**src/rtl/cal_tick_engine.sv**
```systemverilog
module cal_tick_engine #(
  parameter int NB = 10,
  parameter int NT = 7
) (
  input  logic       clk,
  input  logic       rst_n,
  input  logic       tick,
  input  logic       bin_mode,
  input  logic       hr24,
  input  logic       dst_en,
  input  logic       set_hold,
  input  logic       we,
  input  logic [3:0] addr,
  input  logic [7:0] wdata,
  output logic [7:0] rdata,
  output logic       alarm_hit,
  output logic       upd_done
);
  logic [7:0] ub [NB];
  logic [7:0] kb [NT];
  logic [7:0] base [NT];
  logic [7:0] nxt [NT];
  logic [NT-1:0] dirty;
  logic resync, fb_done, load;
  logic [6:0] s, m, h, dw, dt, mo, yr, hv, dim;
  logic [6:0] ns, nm, nh, ndw, ndt, nmo, nyr, h12;
  logic dayc, fall, spring, fall_ok, match;

  function automatic logic [6:0] dec(input logic [7:0] b, input logic bin);
    return bin ? b[6:0] : 7'(b[7:4] * 4'd10 + {3'd0, b[3:0]});
  endfunction

  function automatic logic [7:0] enc(input logic [6:0] v, input logic bin);
    logic [6:0] t, o;
    t = v / 7'd10;
    o = v % 7'd10;
    return bin ? {1'b0, v} : {t[3:0], o[3:0]};
  endfunction

  function automatic logic amatch(input logic [7:0] a, input logic [7:0] t);
    return (a[7:6] == 2'b11) || (a == t);
  endfunction

  assign load = resync && !set_hold;

  always_comb
    for (int i = 0; i < NT; i++)
      base[i] = (load && dirty[i]) ? ub[i] : kb[i];

  always_comb begin
    s  = dec({1'b0, base[0][6:0]}, bin_mode);
    m  = dec(base[1], bin_mode);
    hv = dec({1'b0, base[2][6:0]}, bin_mode);
    h  = hr24 ? dec(base[2], bin_mode) : 7'((hv == 7'd12 ? 7'd0 : hv) + (base[2][7] ? 7'd12 : 7'd0));
    dw = dec(base[3], bin_mode);
    dt = dec(base[4], bin_mode);
    mo = dec(base[5], bin_mode);
    yr = dec(base[6], bin_mode);
    if (mo == 7'd2) dim = (yr[1:0] == 2'b00) ? 7'd29 : 7'd28;
    else if (mo == 7'd4 || mo == 7'd6 || mo == 7'd9 || mo == 7'd11) dim = 7'd30;
    else dim = 7'd31;
  end

  assign spring  = dst_en && dw == 7'd1 && mo == 7'd4 && dt <= 7'd7 && h == 7'd1;
  assign fall_ok = dst_en && !fb_done && dw == 7'd1 && mo == 7'd10 && dt >= 7'd25 && h == 7'd1;

  always_comb begin
    ns = s + 7'd1; nm = m; nh = h; ndw = dw; ndt = dt; nmo = mo; nyr = yr;
    dayc = 1'b0; fall = 1'b0;
    if (s >= 7'd59) begin
      ns = 7'd0; nm = m + 7'd1;
      if (m >= 7'd59) begin
        nm = 7'd0;
        if (spring) nh = 7'd3;
        else if (fall_ok) begin nh = 7'd1; fall = 1'b1; end
        else if (h >= 7'd23) begin nh = 7'd0; dayc = 1'b1; end
        else nh = h + 7'd1;
      end
    end
    if (dayc) begin
      ndw = (dw >= 7'd7) ? 7'd1 : dw + 7'd1;
      if (dt >= dim) begin
        ndt = 7'd1;
        if (mo >= 7'd12) begin
          nmo = 7'd1;
          nyr = (yr >= 7'd99) ? 7'd0 : yr + 7'd1;
        end else nmo = mo + 7'd1;
      end else ndt = dt + 7'd1;
    end
  end

  assign h12 = (nh == 7'd0) ? 7'd12 : (nh > 7'd12 ? nh - 7'd12 : nh);

  always_comb begin
    nxt[0] = enc(ns, bin_mode);
    nxt[1] = enc(nm, bin_mode);
    nxt[2] = hr24 ? enc(nh, bin_mode) : {nh >= 7'd12, enc(h12, bin_mode)[6:0]};
    nxt[3] = enc(ndw, bin_mode);
    nxt[4] = enc(ndt, bin_mode);
    nxt[5] = enc(nmo, bin_mode);
    nxt[6] = enc(nyr, bin_mode);
  end

  assign match = amatch(ub[7], nxt[0]) && amatch(ub[8], nxt[1]) && amatch(ub[9], nxt[2]);

  always_comb begin
    rdata = 8'h00;
    for (int i = 0; i < NB; i++)
      if (addr == 4'(i)) rdata = ub[i];
  end

  always_ff @(posedge clk or negedge rst_n) begin
    if (!rst_n) begin
      for (int i = 0; i < NB; i++) ub[i] <= (i >= 3 && i <= 5) ? 8'h01 : 8'h00;
      for (int i = 0; i < NT; i++) kb[i] <= (i >= 3 && i <= 5) ? 8'h01 : 8'h00;
      dirty <= '0; resync <= 1'b0; fb_done <= 1'b0;
      alarm_hit <= 1'b0; upd_done <= 1'b0;
    end else begin
      upd_done  <= tick;
      alarm_hit <= tick && match;
      resync    <= set_hold;
      if (tick && fall) fb_done <= 1'b1;
      else if (tick && dayc) fb_done <= 1'b0;
      if (load) dirty <= '0;
      for (int i = 0; i < NT; i++) begin
        if (tick || load) kb[i] <= tick ? nxt[i] : base[i];
        if (!set_hold && (tick || load)) ub[i] <= tick ? nxt[i] : base[i];
        if (we && addr == 4'(i)) begin
          if (set_hold) dirty[i] <= 1'b1;
          else kb[i] <= (i == 0) ? {1'b0, wdata[6:0]} : wdata;
        end
      end
      for (int i = 0; i < NB; i++)
        if (we && addr == 4'(i)) ub[i] <= (i == 0) ? {1'b0, wdata[6:0]} : wdata;
    end
  end

  logic [8*NT-1:0] uview;
  always_comb
    for (int i = 0; i < NT; i++) uview[8*i +: 8] = ub[i];

  a_r11_alarm_with_done: assert property (@(posedge clk) disable iff (!rst_n)
    alarm_hit |-> upd_done);
  a_r11_done_single: assert property (@(posedge clk) disable iff (!rst_n)
    upd_done |=> !upd_done);
  a_r2_sec_msb_clear: assert property (@(posedge clk) disable iff (!rst_n)
    (addr == 4'd0) |-> !rdata[7]);
  a_r10_user_frozen: assert property (@(posedge clk) disable iff (!rst_n)
    ($past(rst_n) && $past(set_hold) && !$past(we)) |-> $stable(uview));
endmodule

```
**config.mk**
```make
export PLATFORM = sky130hd
export DESIGN_NAME = cal_tick_engine
export DESIGN_NICKNAME = d
export VERILOG_FILES = /design/src/rtl/cal_tick_engine.sv
export SDC_FILE = /design/constraint.sdc
export NUM_CORES = 1
export LEC_CHECK = 0
export BUFFER_PORTS_ARGS = -buffer_cell sky130_fd_sc_hd__buf_2
export CAP_MARGIN = 20
export CELL_PAD_IN_SITES_DETAIL_PLACEMENT = 1
export CELL_PAD_IN_SITES_GLOBAL_PLACEMENT = 1
export CORE_ASPECT_RATIO = 1.2
export CORE_UTILIZATION = 49
export DETAILED_ROUTE_END_ITERATION = 16
export GPL_ROUTABILITY_DRIVEN = 0
export HOLD_SLACK_MARGIN = 0.05
export MAX_ROUTING_LAYER = met4
export PLACE_DENSITY_LB_ADDON = 0.12
export REMOVE_ABC_BUFFERS = 1
export SLEW_MARGIN = 5
export SYNTH_ARGS = -nofsm -noshare
export SYNTH_HDL_FRONTEND = slang
export SYNTH_SLANG_ARGS = --single-unit
```
**constraint.sdc**
```tcl
create_clock -name clk -period 11 [get_ports clk]
set_clock_uncertainty 0.2 [all_clocks]
set_input_delay 2.2 -clock clk [delete_from_list [all_inputs] [get_ports clk]]
set_output_delay 2.2 -clock clk [all_outputs]
set_load 0.02 [all_outputs]
```
* Yosys cells after proc, flatten, opt, wreduce, memory -nomap -nowiden
Cells that the tools add are included. Widths: inputs -> output; s select.
Word-level totals: bits of input ports 20, memories kept 0, bits in latches 0, logic and storage cells 280, output and inout port bits 10, bits in writable memories 0, bits in read-only memories 0, register bits after elaboration 147
Cells by class: divide/modulo/power cells 16, order comparisons 11, equal/unequal tests 24, mux-type cells 129, $mul 8, add/sub/neg operators 17, shifts and indexed selects 0, reductions and logical operators 53, bitwise gates (word level) 0
Operators with widths (count):
- $mux 8 | 67
- $mux 7 | 33
- $add 7x4->7 | 9
- $div 7x4->7 const B | 8
- $mod 7x4->7 const B | 8
- $add 7x1->7 const B | 7
- $mul 4x3->6 const B | 6
- $logic_and 1x1->1 | 33
- $eq 7x4->1 const B | 4
- $mux 1 | 27
- $eq 8x8->1 | 3
- $eq 4x3->1 const B | 4
- $reduce_bool 2->1 | 8
- $eq 7x1->1 const B | 2
- $eq 7x3->1 const B | 2
- $ge 7x4->1 const B | 2
- $ge 7x5->1 const B | 2
- $ge 7x6->1 const B | 2
- $mul 3x3->6 const B | 2
- $eq 4x2->1 const B | 2
- $eq 4x4->1 const B | 2
- $eq 7x2->1 const B | 1
- $ge 7x3->1 const B | 1
- $ge 7x7->1 | 1
- 13 further kinds | 22

* Longest topological paths before layout
Gate-level depths: netlist (run 1).
word-level depth 27, depth in mapped cells 45

* Least setup slack after synthesis (run 1)
OpenSTA, ideal clock, no wires.
kind input port to flip-flop, start point input bin_mode, end point register alarm_hit, setup time 0.095 ns, path slack -1.353 ns, data required time 10.705 ns, cell stages on the path 45, path buffers 12, arrival 12.058 ns, path through buf_2 -> buf_2 -> buf_2 -> buf_2 -> buf_2 -> buf_2 -> buf_2 -> clkbuf_1 -> clkbuf_1 -> clkbuf_1 -> buf_1 -> nor2_1 -> a21oi_1 -> nand3_1 -> or4b_2 -> a21oi_1 -> a211oi_1 -> ha_1 -> [9 not listed] -> ha_1 -> nand2b_1 -> nor4_1 -> o31a_1 -> o21a_1 -> or3b_2 -> a21oi_1 -> a31oi_1 -> xnor2_1 -> ha_1 -> a211oi_1 -> o31a_1 -> or4_1 -> and3_1 -> nand3_1 -> a311oi_1 -> xor2_1 -> o31ai_1
Between the ends: longest elaborated chain between the ends 21, elaborated cells between the ends (all ways) 67, classes of those cells 5 x add/sub; 8 x div; 7 x order compare; 8 x eq/ne; 24 x mux; 15 x reduce/logical
RTL lines:
- start, declared | line 8 | input logic bin_mode,
- $mux 7 | line 30 | return bin ? b[6:0] : 7'(b[7:4] * 4'd10 + {3'd0, b[3:0]});
- $eq 7x4->1 | line 54 | h = hr24 ? dec(base[2], bin_mode) : 7'((hv == 7'd12 ? 7'd0 : hv) + (base[2][7] ? 7'd12 : 7'd0));
- $mux 7 | line 54
- $add 7x4->7 | line 54
- $mux 7 | line 54
- $add 7x1->7 (tied with other cells) | line 77 | else nh = h + 7'd1;
- $mux 7 / $logic_and 1x1->1 (equally long branches) | line 76, 65
- $mux 7 | line 75 | else if (fall_ok) begin nh = 7'd1; fall = 1'b1; end
- [4 not listed]
- $mux 7 (2 in series) | line 92 | assign h12 = (nh == 7'd0) ? 7'd12 : (nh > 7'd12 ? nh - 7'd12 : nh);
- $mod 7x4->7 / $div 7x4->7 (equally long branches) | line 36, 35
- $mux 7 | line 37 | return bin ? {1'b0, v} : {t[3:0], o[3:0]};
- $mux 8 | line 97 | nxt[2] = hr24 ? enc(nh, bin_mode) : {nh >= 7'd12, enc(h12, bin_mode)[6:0]};
- $eq 8x8->1 | line 41 | return (a[7:6] == 2'b11) || (a == t);
- $logic_or 1x1->1 | line 41
- $logic_and 1x1->1 (*) | line 104 | assign match = amatch(ub[7], nxt[0]) && amatch(ub[8], nxt[1]) && amatch(ub[9], nxt[2]);
- $logic_and 1x1->1 (*) | line 120 | alarm_hit <= tick && match;
- end signal, assigned | line 120
- end, declared | line 16 | output logic alarm_hit,
Every way passes the cells marked *; elsewhere a longest branch is shown, timed or not. A chain may end at the register's enable or synchronous reset.

* Worst setup path after layout (run 1)
start point input set_hold, end point register alarm_hit
Between the ends: longest elaborated chain between the ends 27, elaborated cells between the ends (all ways) 96, classes of those cells 12 x add/sub; 7 x mul; 8 x div; 7 x order compare; 8 x eq/ne; 31 x mux; 23 x reduce/logical
RTL lines:
- start, declared | line 11 | input logic set_hold,
- $logic_not 1->1 (*) | line 44 | assign load = resync && !set_hold;
- $logic_and 1x1->1 (*) | line 44
- $logic_and 1x1->1 | line 48 | base[i] = (load && dirty[i]) ? ub[i] : kb[i];
- $mux 8 | line 48
- $mul 3x3->6 | line 30
- $add 7x4->7 | line 30
- $mux 7 | line 30
- $eq 7x4->1 | line 54
- [10 not listed]
- $mux 7 (2 in series) | line 92
- $mod 7x4->7 / $div 7x4->7 (equally long branches) | line 36, 35
- $mux 7 | line 37
- $mux 8 | line 97
- $eq 8x8->1 | line 41
- $logic_or 1x1->1 | line 41
- $logic_and 1x1->1 (*) | line 104
- $logic_and 1x1->1 (*) | line 120
Marked as above.

==> results of run 1 <==
## stage by stage
stage	setup TNS (ns)	std cells	instance area, sq um	util, %
after floorplan	-7.87	2154	16800	-
after global placement	-2.21	2825	18900	54.1
after detailed placement	-8.85	2825	18900	54.1
after CTS	0	2878	19700	56.3
after global routing	-2.20	2896	20000	57.1
final	-0.381	2898	20000	57.2
## cell type report
cell class              instances  share of cell area, %
multi-input cells            1927                   65.4
flip-flops and latches        147                   18.4
repair buffers                246                   8.96
well taps                     462                   2.89
clock buffers                  18                   2.15
inverters                      80                   1.51
clock inverters                14                  0.600
diodes                          4                 0.0500
## flip-flops by register name (all words and copies together) (netlist names)
signal / count
resync: 1
kb: 56
ub: 80
alarm_hit: 1
fb_done: 1
dirty: 7
upd_done: 1
## worst max-delay path: cells and delay by family
| family | cells | cell delay (ns) |
|---|---|---|
| AOI/OAI and AO/OA | 17 | 3.89 |
| and+or+nand+nor | 7 | 1.80 |
| adders and majority gates | 6 | 1.34 |
| buffers and inverters | 8 | 1.04 |
| xor gates and xnor gates | 3 | 0.57 |
| muxes | 2 | 0.40 |
## cells in the final DEF, fill, tap and decap left out, drive strengths merged, types with 11 or more instances in the layout
master,count
a2111oi,11
nor4,16
nand2b,26
a31oi,39
fa,12
o211ai,48
nand2,237
mux2,59
a22oi,23
o22ai,12
clkbuf,18
nor2b,24
and2,18
nor2,245
nor3,58
o31ai,20
o221ai,14
o21a,14
inv,87
nand3,63
a21o,31
and3,22
a21oi,192
mux2i,87
dfrtp,141
o31a,12
a211oi,44
a22o,19
buf,246
a311oi,13
o21ai,183
xor2,24
ha,73
nand4,22
xnor2,47
or4,11
a211o,12
a31o,12
or3,20
## routing by layer
layer	share of wire [%]	routed length, microns
met2	48	35700
met4	6.6	4950
met3	6.6	4940
met5	0	0
met1	39	29500
## path summary, 6_finish.rpt
| path | start | end | slack, ns |
|---|---|---|---|
| min in group asynchronous | rst_n | dirty[2] | 1.59 |
| worst min register to register | ub[32] | ub[32] | 0.33 |
| worst min-delay path | ub[32] | ub[32] | 0.33 |
| worst max-delay path | set_hold | alarm_hit | -0.14 |
| max in group asynchronous | rst_n | ub[28] | 7.60 |
| worst max register to register | resync | alarm_hit | 1.18 |
## logic make-up after synthesis
| family | after synthesis | share of synthesized area, % |
|---|---|---|
| DFF | 147 | 21.2 |
| and+or+nand+nor | 819 | 22.7 |
| buffers and inverters | 218 | 5.08 |
| muxes | 146 | 8.86 |
| xor gates and xnor gates | 71 | 3.57 |
| AOI/OAI and AO/OA | 804 | 31.8 |
| adders and majority gates | 87 | 6.74 |
## timing repair
item	4_1_cts	5_1_grt
resized for setup	19	31
setup endpoints to repair	9	28
cloned	0	0
hold endpoints to repair	0	0
pin swaps	8	18
setup buffers	21	15
==> impl_metrics.json, run 1 <==
{
  "status": "finished, violations left",
  "failed_checks": "setup timing",
  "cp-start-kind": "primary input",
  "cts_buffers": 17,
  "cts_hold_buf": 0,
  "syn_area_per_cell_sq_um": 7.60,
  "grt_remaining_overflow": 0,
  "initialDrtViolationCount": 1634,
  "use_met2_pct": 66.8,
  "seq_area_frac_synth_pct": 21.2,
  "multi_input_area_sq_mm": 0.0131,
  "crit_path_frequent_cell": "ha_2",
  "die_w_microns": 174,
  "clockBufferDepth": 2,
  "slowest_delay_ns": 0.52,
  "drcViolationCount": 0,
  "holdPathStages": 2,
  "grt_pass1_vias": 20400,
  "synth-seq-cells": 147,
  "grt_usage_pct": 40.6,
  "crit_path_end_kind": "flip-flop",
  "synth.distinct_cells": 110,
  "finalCriticalPeriod_ns": 11.14,
  "synth.top_cells.by_area": "dfrtp_1 20%, a21oi_1 5.4%, nor2_1 5.3%",
  "hold_path_class": "flip-flop to flip-flop",
  "hold_ws_ns": 0.326,
  "yosys-top-cells-count": "245 x nor2_1, 237 x nand2_1, 189 x a21oi_1, 170 x o21ai_0, 141 x dfrtp_1",
  "syn_area_sq_mm": 0.0174,
  "yosys.area.top_type_share_pct": 20.3,
  "synth_ff_type": "dfrtp_1",
  "worstPathArrival_ns": 11.28,
  "yosysTopAreaCell": "dfrtp_1",
  "top_usage_layer": "met2",
  "fin_crit_sh_pct": 101,
  "cts_root_buf": "clkbuf_16",
  "cts_tree": "done",
  "fin_nets": 2524,
  "rows": 75,
  "place.detailed.hpwl_microns": 53200,
  "synth_edf_count": 0,
  "setup_violations": 5,
  "grt_max_degree": 83,
  "htreeDepth": 4,
  "synth-async-reset-ratio_pct": 100,
  "worstMarginPinSlew_ns": 1.12,
  "finalMaxSlewViolations": 0,
  "reg2regPathDepth": 43,
  "vias_per_cell": 6.94,
  "core_area_sq_mm": 0.0350,
  "synth_warnings": 0,
  "wirelength_microns": 75000,
  "clock_latency_ns": 0.45,
  "portBuffers": 29,
  "fillers": 4424,
  "drt_pass1_iterations": 5,
  "synth.most_common_cell": "nor2_1",
  "vias": 20100,
  "io_pins": 30,
  "antenna_found_initial": 2,
  "synthCells": 2292,
  "ant_nets": 0,
  "die_h_microns": 208,
  "post-place-ws_ns": -0.924,
  "rsz0062_at_grt": "true",
  "seq_area_sq_mm": 0.00369,
  "wire_per_inst_microns": 25.9,
  "maxCapViolations": 0,
  "max_slew_margin_pct": 23.1,
  "worstPathRequired_ns": 11.14,
  "dieArea_sq_mm": 0.0363,
  "grtUsageMet3_pct": 4.97,
  "met1_usage_pct": 47.4,
  "finalHoldViolCount": 0,
  "clk_pin_slew_ns": 0.07,
  "grt_pass1_wl_microns": 114000,
  "fmax_mhz": 89.7,
  "area_growth_pct": 14.9,
  "path_max_fanout": 6,
  "cp_slowest_cell": "or4b_4",
  "path_class": "primary input to flip-flop",
  "initial_core_util_pct": 49.7,
  "setup_ws_ns": -0.143,
  "drive_gt1_share_pct": 18.8,
  "clock-sinks": 147
}
Power of run 1 is not shown: default switching activity piles up to over one toggle a cycle in this logic, so the estimate is an artifact.
==> run 2: changes to the inputs <==
--- a/config.mk
+++ b/config.mk
@@ -14,9 +14,9 @@
 export DETAILED_ROUTE_END_ITERATION = 16
 export GPL_ROUTABILITY_DRIVEN = 0
 export HOLD_SLACK_MARGIN = 0.05
-export MAX_ROUTING_LAYER = met4
 export PLACE_DENSITY_LB_ADDON = 0.12
 export REMOVE_ABC_BUFFERS = 1
+export SKIP_LAST_GASP = 1
 export SLEW_MARGIN = 5
 export SYNTH_ARGS = -nofsm -noshare
 export SYNTH_HDL_FRONTEND = slang
==> impl_metrics.json, run 2 (same netlist as run 1, synthesis figures left out) <==
{
  "status": "finished, violations left",
  "failed_checks": "setup timing",
  "grt_remaining_overflow": 0,
  "worstPathRequired_ns": 11.14,
  "place_area_sq_mm": 0.0189,
  "clock-sinks": 147,
  "hold_path_class": "flip-flop to flip-flop",
  "crit_path_end_kind": "flip-flop",
  "slowest_delay_ns": 0.53,
  "clk_pin_slew_ns": 0.07,
  "vias_per_cell": 6.91,
  "final_common_cell": "nor2_1",
  "drive_gt1_share_pct": 18.8,
  "cts_buffers": 17,
  "finalHoldViolCount": 0,
  "ant_nets": 0,
  "grt_max_degree": 83,
  "r2r_slack_ns": 1.24,
  "setup_violations": 2,
  "place.detailed.hpwl_microns": 53200,
  "cts_root_buf": "clkbuf_16",
  "top_regs": "ub x80, kb x56, dirty x7",
  "r2r_start": "resync",
  "worstMarginPinSlew_ns": 1.10,
  "path_class": "primary input to flip-flop",
  "fin_crit_sh_pct": 101,
  "grt_usage_pct": 39.4,
  "area_growth_pct": 14.8,
  "maxCapViolations": 0,
  "io_pins": 30,
  "htreeDepth": 4,
  "finalCriticalPeriod_ns": 11.07,
  "hold_ws_ns": 0.327,
  "wire_per_inst_microns": 25.7,
  "core_area_sq_mm": 0.0350,
  "top_register": "ub",
  "grt_pass1_vias": 20500,
  "post-place-ws_ns": -0.924,
  "initialDrtViolationCount": 1794,
  "worstPathArrival_ns": 11.21,
  "die_h_microns": 208,
  "crit-reg2reg-capture": "alarm_hit",
  "cp-start-kind": "primary input",
  "fin_util_pct": 57.1,
  "vias": 20000,
  "crit_path_end": "alarm_hit",
  "dieArea_sq_mm": 0.0363,
  "finalMaxSlewViolations": 0,
  "rows": 75,
  "fin_nets": 2524,
  "clock_latency_ns": 0.45,
  "cp-startpoint": "set_hold",
  "drcViolationCount": 0,
  "antenna_found_initial": 2,
  "setup_ws_ns": -0.0716,
  "cp_slowest_cell": "or4b_4",
  "max_slew_margin_pct": 26.4,
  "clockBufferDepth": 2,
  "final_area_sq_mm": 0.0200,
  "cts_tree": "done",
  "crit_path_frequent_cell": "ha_2",
  "initial_core_util_pct": 49.7,
  "largest_register_ffs": 80,
  "rsz0062_at_grt": "true",
  "wirelength_microns": 74300,
  "die_w_microns": 174,
  "grt_pass1_wl_microns": 114000,
  "drt_pass1_iterations": 6,
  "portBuffers": 29,
  "fmax_mhz": 90.3,
  "final_cell_mix": "244 x nor2_1, 236 x nand2_1, 217 x buf_4, 182 x a21oi_1, 169 x o21ai_0",
  "path_max_fanout": 5,
  "reg2regPathDepth": 45
}
[run 2: layer usage]
layer | vias up | wire, microns | GRT usage [%]
met2 | 920 | 35300 | 66.2
li1 | 8851 | - | -
met4 | 4 | 4970 | 25.0
met1 | 9879 | 28900 | 47.1
met5 | - | 26 | 0
met3 | 355 | 5100 | 5.67
[run 2: worst min path at each step]
stage	end	slack [ns]	start	depth (start not counted)
after CTS	ub[32]	0.32	ub[32]	2
after floorplan	fb_done	0.27	fb_done	2
after global routing	ub[32]	0.34	ub[32]	2
final	ub[32]	0.33	ub[32]	2
after detailed placement	ub[32]	0.31	ub[32]	2
after global placement	ub[32]	0.30	ub[32]	2
[run 2: area by class of cell]
| cell class | count | area, sq um |
|---|---|---|
| diodes | 1 | 2.50 |
| clock buffers | 18 | 429 |
| clock inverters | 14 | 120 |
| fillers | 4416 | 15000 |
| inverters | 80 | 303 |
| multi-input cells | 1927 | 13100 |
| flip-flops and latches | 147 | 3690 |
| well taps | 462 | 578 |
| repair buffers | 246 | 1790 |
[run 2: repair_timing]
action | in CTS | in global routing
endpoints found under the hold margin | 0 | 0
resized for setup | 19 | 31
buffers inserted | 21 | 15
pin swaps | 8 | 18
gates cloned | 0 | 0
hold buffers | 0 | 0
setup endpoints to repair | 9 | 27
[run 2: critical path, delay by kind of cell]
family / cells / cell delay, ns
AND/OR/NAND/NOR: 11 / 3.05
adder cells (fa/ha/maj): 6 / 1.36
buffers and inverters: 7 / 0.92
XOR/XNOR: 3 / 0.60
AO/OA/AOI/OAI: 16 / 2.66
multiplexers: 2 / 0.38
[run 2: metrics by stage]
step	instances	TNS, ns
after floorplan	2154	-7.87
after global placement	2825	-2.21
after detailed placement	2825	-8.85
after CTS	2878	0
after global routing	2894	-1.60
final	2895	-0.0735
Power of run 2 is left out for the same reason.
==> run 3: changes to the inputs <==
--- a/config.mk
+++ b/config.mk
@@ -15,7 +15,6 @@
 export GPL_ROUTABILITY_DRIVEN = 0
 export HOLD_SLACK_MARGIN = 0.05
 export PLACE_DENSITY_LB_ADDON = 0.12
-export REMOVE_ABC_BUFFERS = 1
 export SKIP_LAST_GASP = 1
 export SLEW_MARGIN = 5
 export SYNTH_ARGS = -nofsm -noshare
==> constraint.sdc (replaced) <==
create_clock -name clk -period 11 [get_ports clk]
set_clock_uncertainty 0.2 [all_clocks]
set_input_delay 2.75 -clock clk [delete_from_list [all_inputs] [get_ports clk]]
set_output_delay 2.75 -clock clk [all_outputs]
set_load 0.02 [all_outputs]
==> impl_metrics.json, run 3 (same netlist as run 1, synthesis figures left out) <==
{
  "setup_violations": 31,
  "max_slew_margin_pct": 32.8,
  "htreeDepth": 4,
  "vias_per_cell": 7.08,
  "grt_remaining_overflow": 0,
  "crit_path_end_kind": "flip-flop",
  "drt_pass1_iterations": 5,
  "initialDrtViolationCount": 2111,
  "vias": 21200,
  "wirelength_microns": 80700,
  "fin_nets": 2618,
  "r2r_slack_ns": 1.04,
  "path_max_fanout": 5,
  "final_cell_mix": "303 x buf_4, 243 x nor2_1, 235 x nand2_1, 177 x a21oi_1, 157 x o21ai_0",
  "cts_root_buf": "clkbuf_16",
  "top_register": "ub",
  "die_w_microns": 174,
  "holdPathStages": 2,
  "worstPathRequired_ns": 11.15,
  "fmax_mhz": 84.3,
  "ant_nets": 0,
  "hold_ws_ns": 0.345,
  "r2r_start": "dirty[2]",
  "hold-path-endpoint": "ub[32]",
  "rsz0062_at_grt": "true",
  "final_common_cell": "buf_4",
  "core_area_sq_mm": 0.0350,
  "status": "finished, violations left",
  "die_h_microns": 208,
  "largest_register_ffs": 80,
  "crit_path_frequent_cell": "buf_4",
  "place.detailed.hpwl_microns": 54800,
  "crit-reg2reg-capture": "alarm_hit",
  "post-place-cells": 2904,
  "cp_slowest_cell": "or4_1",
  "clock_latency_ns": 0.45,
  "maxCapViolations": 0,
  "top_regs": "ub x80, kb x56, dirty x7",
  "grt_usage_pct": 42.3,
  "hold_start": "ub[32]",
  "grt_max_degree": 87,
  "setup_ws_ns": -0.869,
  "dieArea_sq_mm": 0.0363,
  "antenna_cells": 0,
  "antenna_found_initial": 0,
  "cp-start-kind": "primary input",
  "cts_tree": "done",
  "clk_pin_slew_ns": 0.07,
  "grt_pass1_wl_microns": 122000,
  "drcViolationCount": 0,
  "clockBufferDepth": 2,
  "finalMaxSlewViolations": 0,
  "drive_gt1_share_pct": 23.4,
  "worstMarginPinSlew_ns": 1.01,
  "finalHoldViolCount": 0,
  "place_area_sq_mm": 0.0197,
  "syn-num-nets": 2397,
  "path_class": "primary input to flip-flop",
  "rows": 75,
  "grt_pass1_vias": 21800,
  "clock-sinks": 147,
  "hold_path_class": "flip-flop to flip-flop",
  "initial_core_util_pct": 49.7,
  "worstPathArrival_ns": 12.02,
  "fillers": 4318,
  "finalCriticalPeriod_ns": 11.87,
  "io_pins": 30,
  "instances_no_fill": 2988,
  "area_growth_pct": 21.1,
  "cts_buffers": 17,
  "reg2regPathDepth": 40,
  "portBuffers": 29,
  "slowest_delay_ns": 0.54,
  "fin_crit_sh_pct": 108,
  "failed_checks": "setup timing",
  "wire_per_inst_microns": 27.0,
  "final_area_sq_mm": 0.0211
}
[run 3: cell count changes in the layout (fill, tap and decap cells not counted), moves of 4 or more]
cell	change
a21oi_1	-5
buf_4	+86
buf_6	+7
clkinv_2	+4
inv_6	-5
o21ai_0	-12
o21ai_1	+7
o21ai_2	+5
[run 3: layer usage]
| layer | part of all wire, % | vias up | GRT usage (%) | wire length [microns] |
|---|---|---|---|---|
| li1 | - | 9048 | - | - |
| met1 | 38 | 10400 | 50.1 | 30500 |
| met2 | 48 | 1218 | 71.4 | 38300 |
| met3 | 7.5 | 442 | 6.14 | 6070 |
| met4 | 7.2 | 0 | 27.6 | 5840 |
| met5 | 0 | - | 0 | 0 |
[run 3: timing repair]
item / CTS / global route
cloned: 0 / 0
gates resized for setup: 35 / 69
buffers inserted: 36 / 23
hold buffers: 0 / 0
endpoints found under the setup margin: 13 / 42
pin swaps: 43 / 53
[run 3: layout make-up]
cell class	count	area (sq um)	area share (%)
Multi-Input combinational cell	1927	13400	63.6
Sequential cell	147	3690	17.5
Timing Repair Buffer	340	2550	12.1
Tap cell	462	578	2.74
Clock buffer	19	443	2.10
Inverter	80	303	1.44
Clock inverter	13	113	0.534
[run 3: stage by stage]
stage / setup WS [ns] / TNS (ns) / utilization (%)
detailed placement: -1.10 / -15.38 / 56.2
CTS: -0.269 / -0.563 / 59.0
floorplan: -0.720 / -4.82 / -
global route: -1.06 / -19.50 / 60.2
finish: -0.869 / -9.65 / 60.2
global placement: -0.611 / -5.74 / 56.2
[run 3: worst max-delay path by stage]
stage | from | end | slack (ns) | cells after the start
after floorplan | set_hold | alarm_hit | -0.72 | 42
after global placement | set_hold | ub[58] | -0.61 | 42
after detailed placement | set_hold | alarm_hit | -1.10 | 42
after CTS | set_hold | alarm_hit | -0.27 | 42
after global routing | set_hold | alarm_hit | -1.06 | 41
final | set_hold | alarm_hit | -0.87 | 41
[run 3: worst max-delay path, delay by kind of cell]
family                     cells  cell delay [ns]
xor gates and xnor gates       1             0.16
AOI/OAI and AO/OA             16             3.00
and+or+nand+nor               11             3.66
adders and majority gates      5             1.25
muxes                          1             0.27
buffers and inverters          7             0.89
Power of run 3 is left out for the same reason.
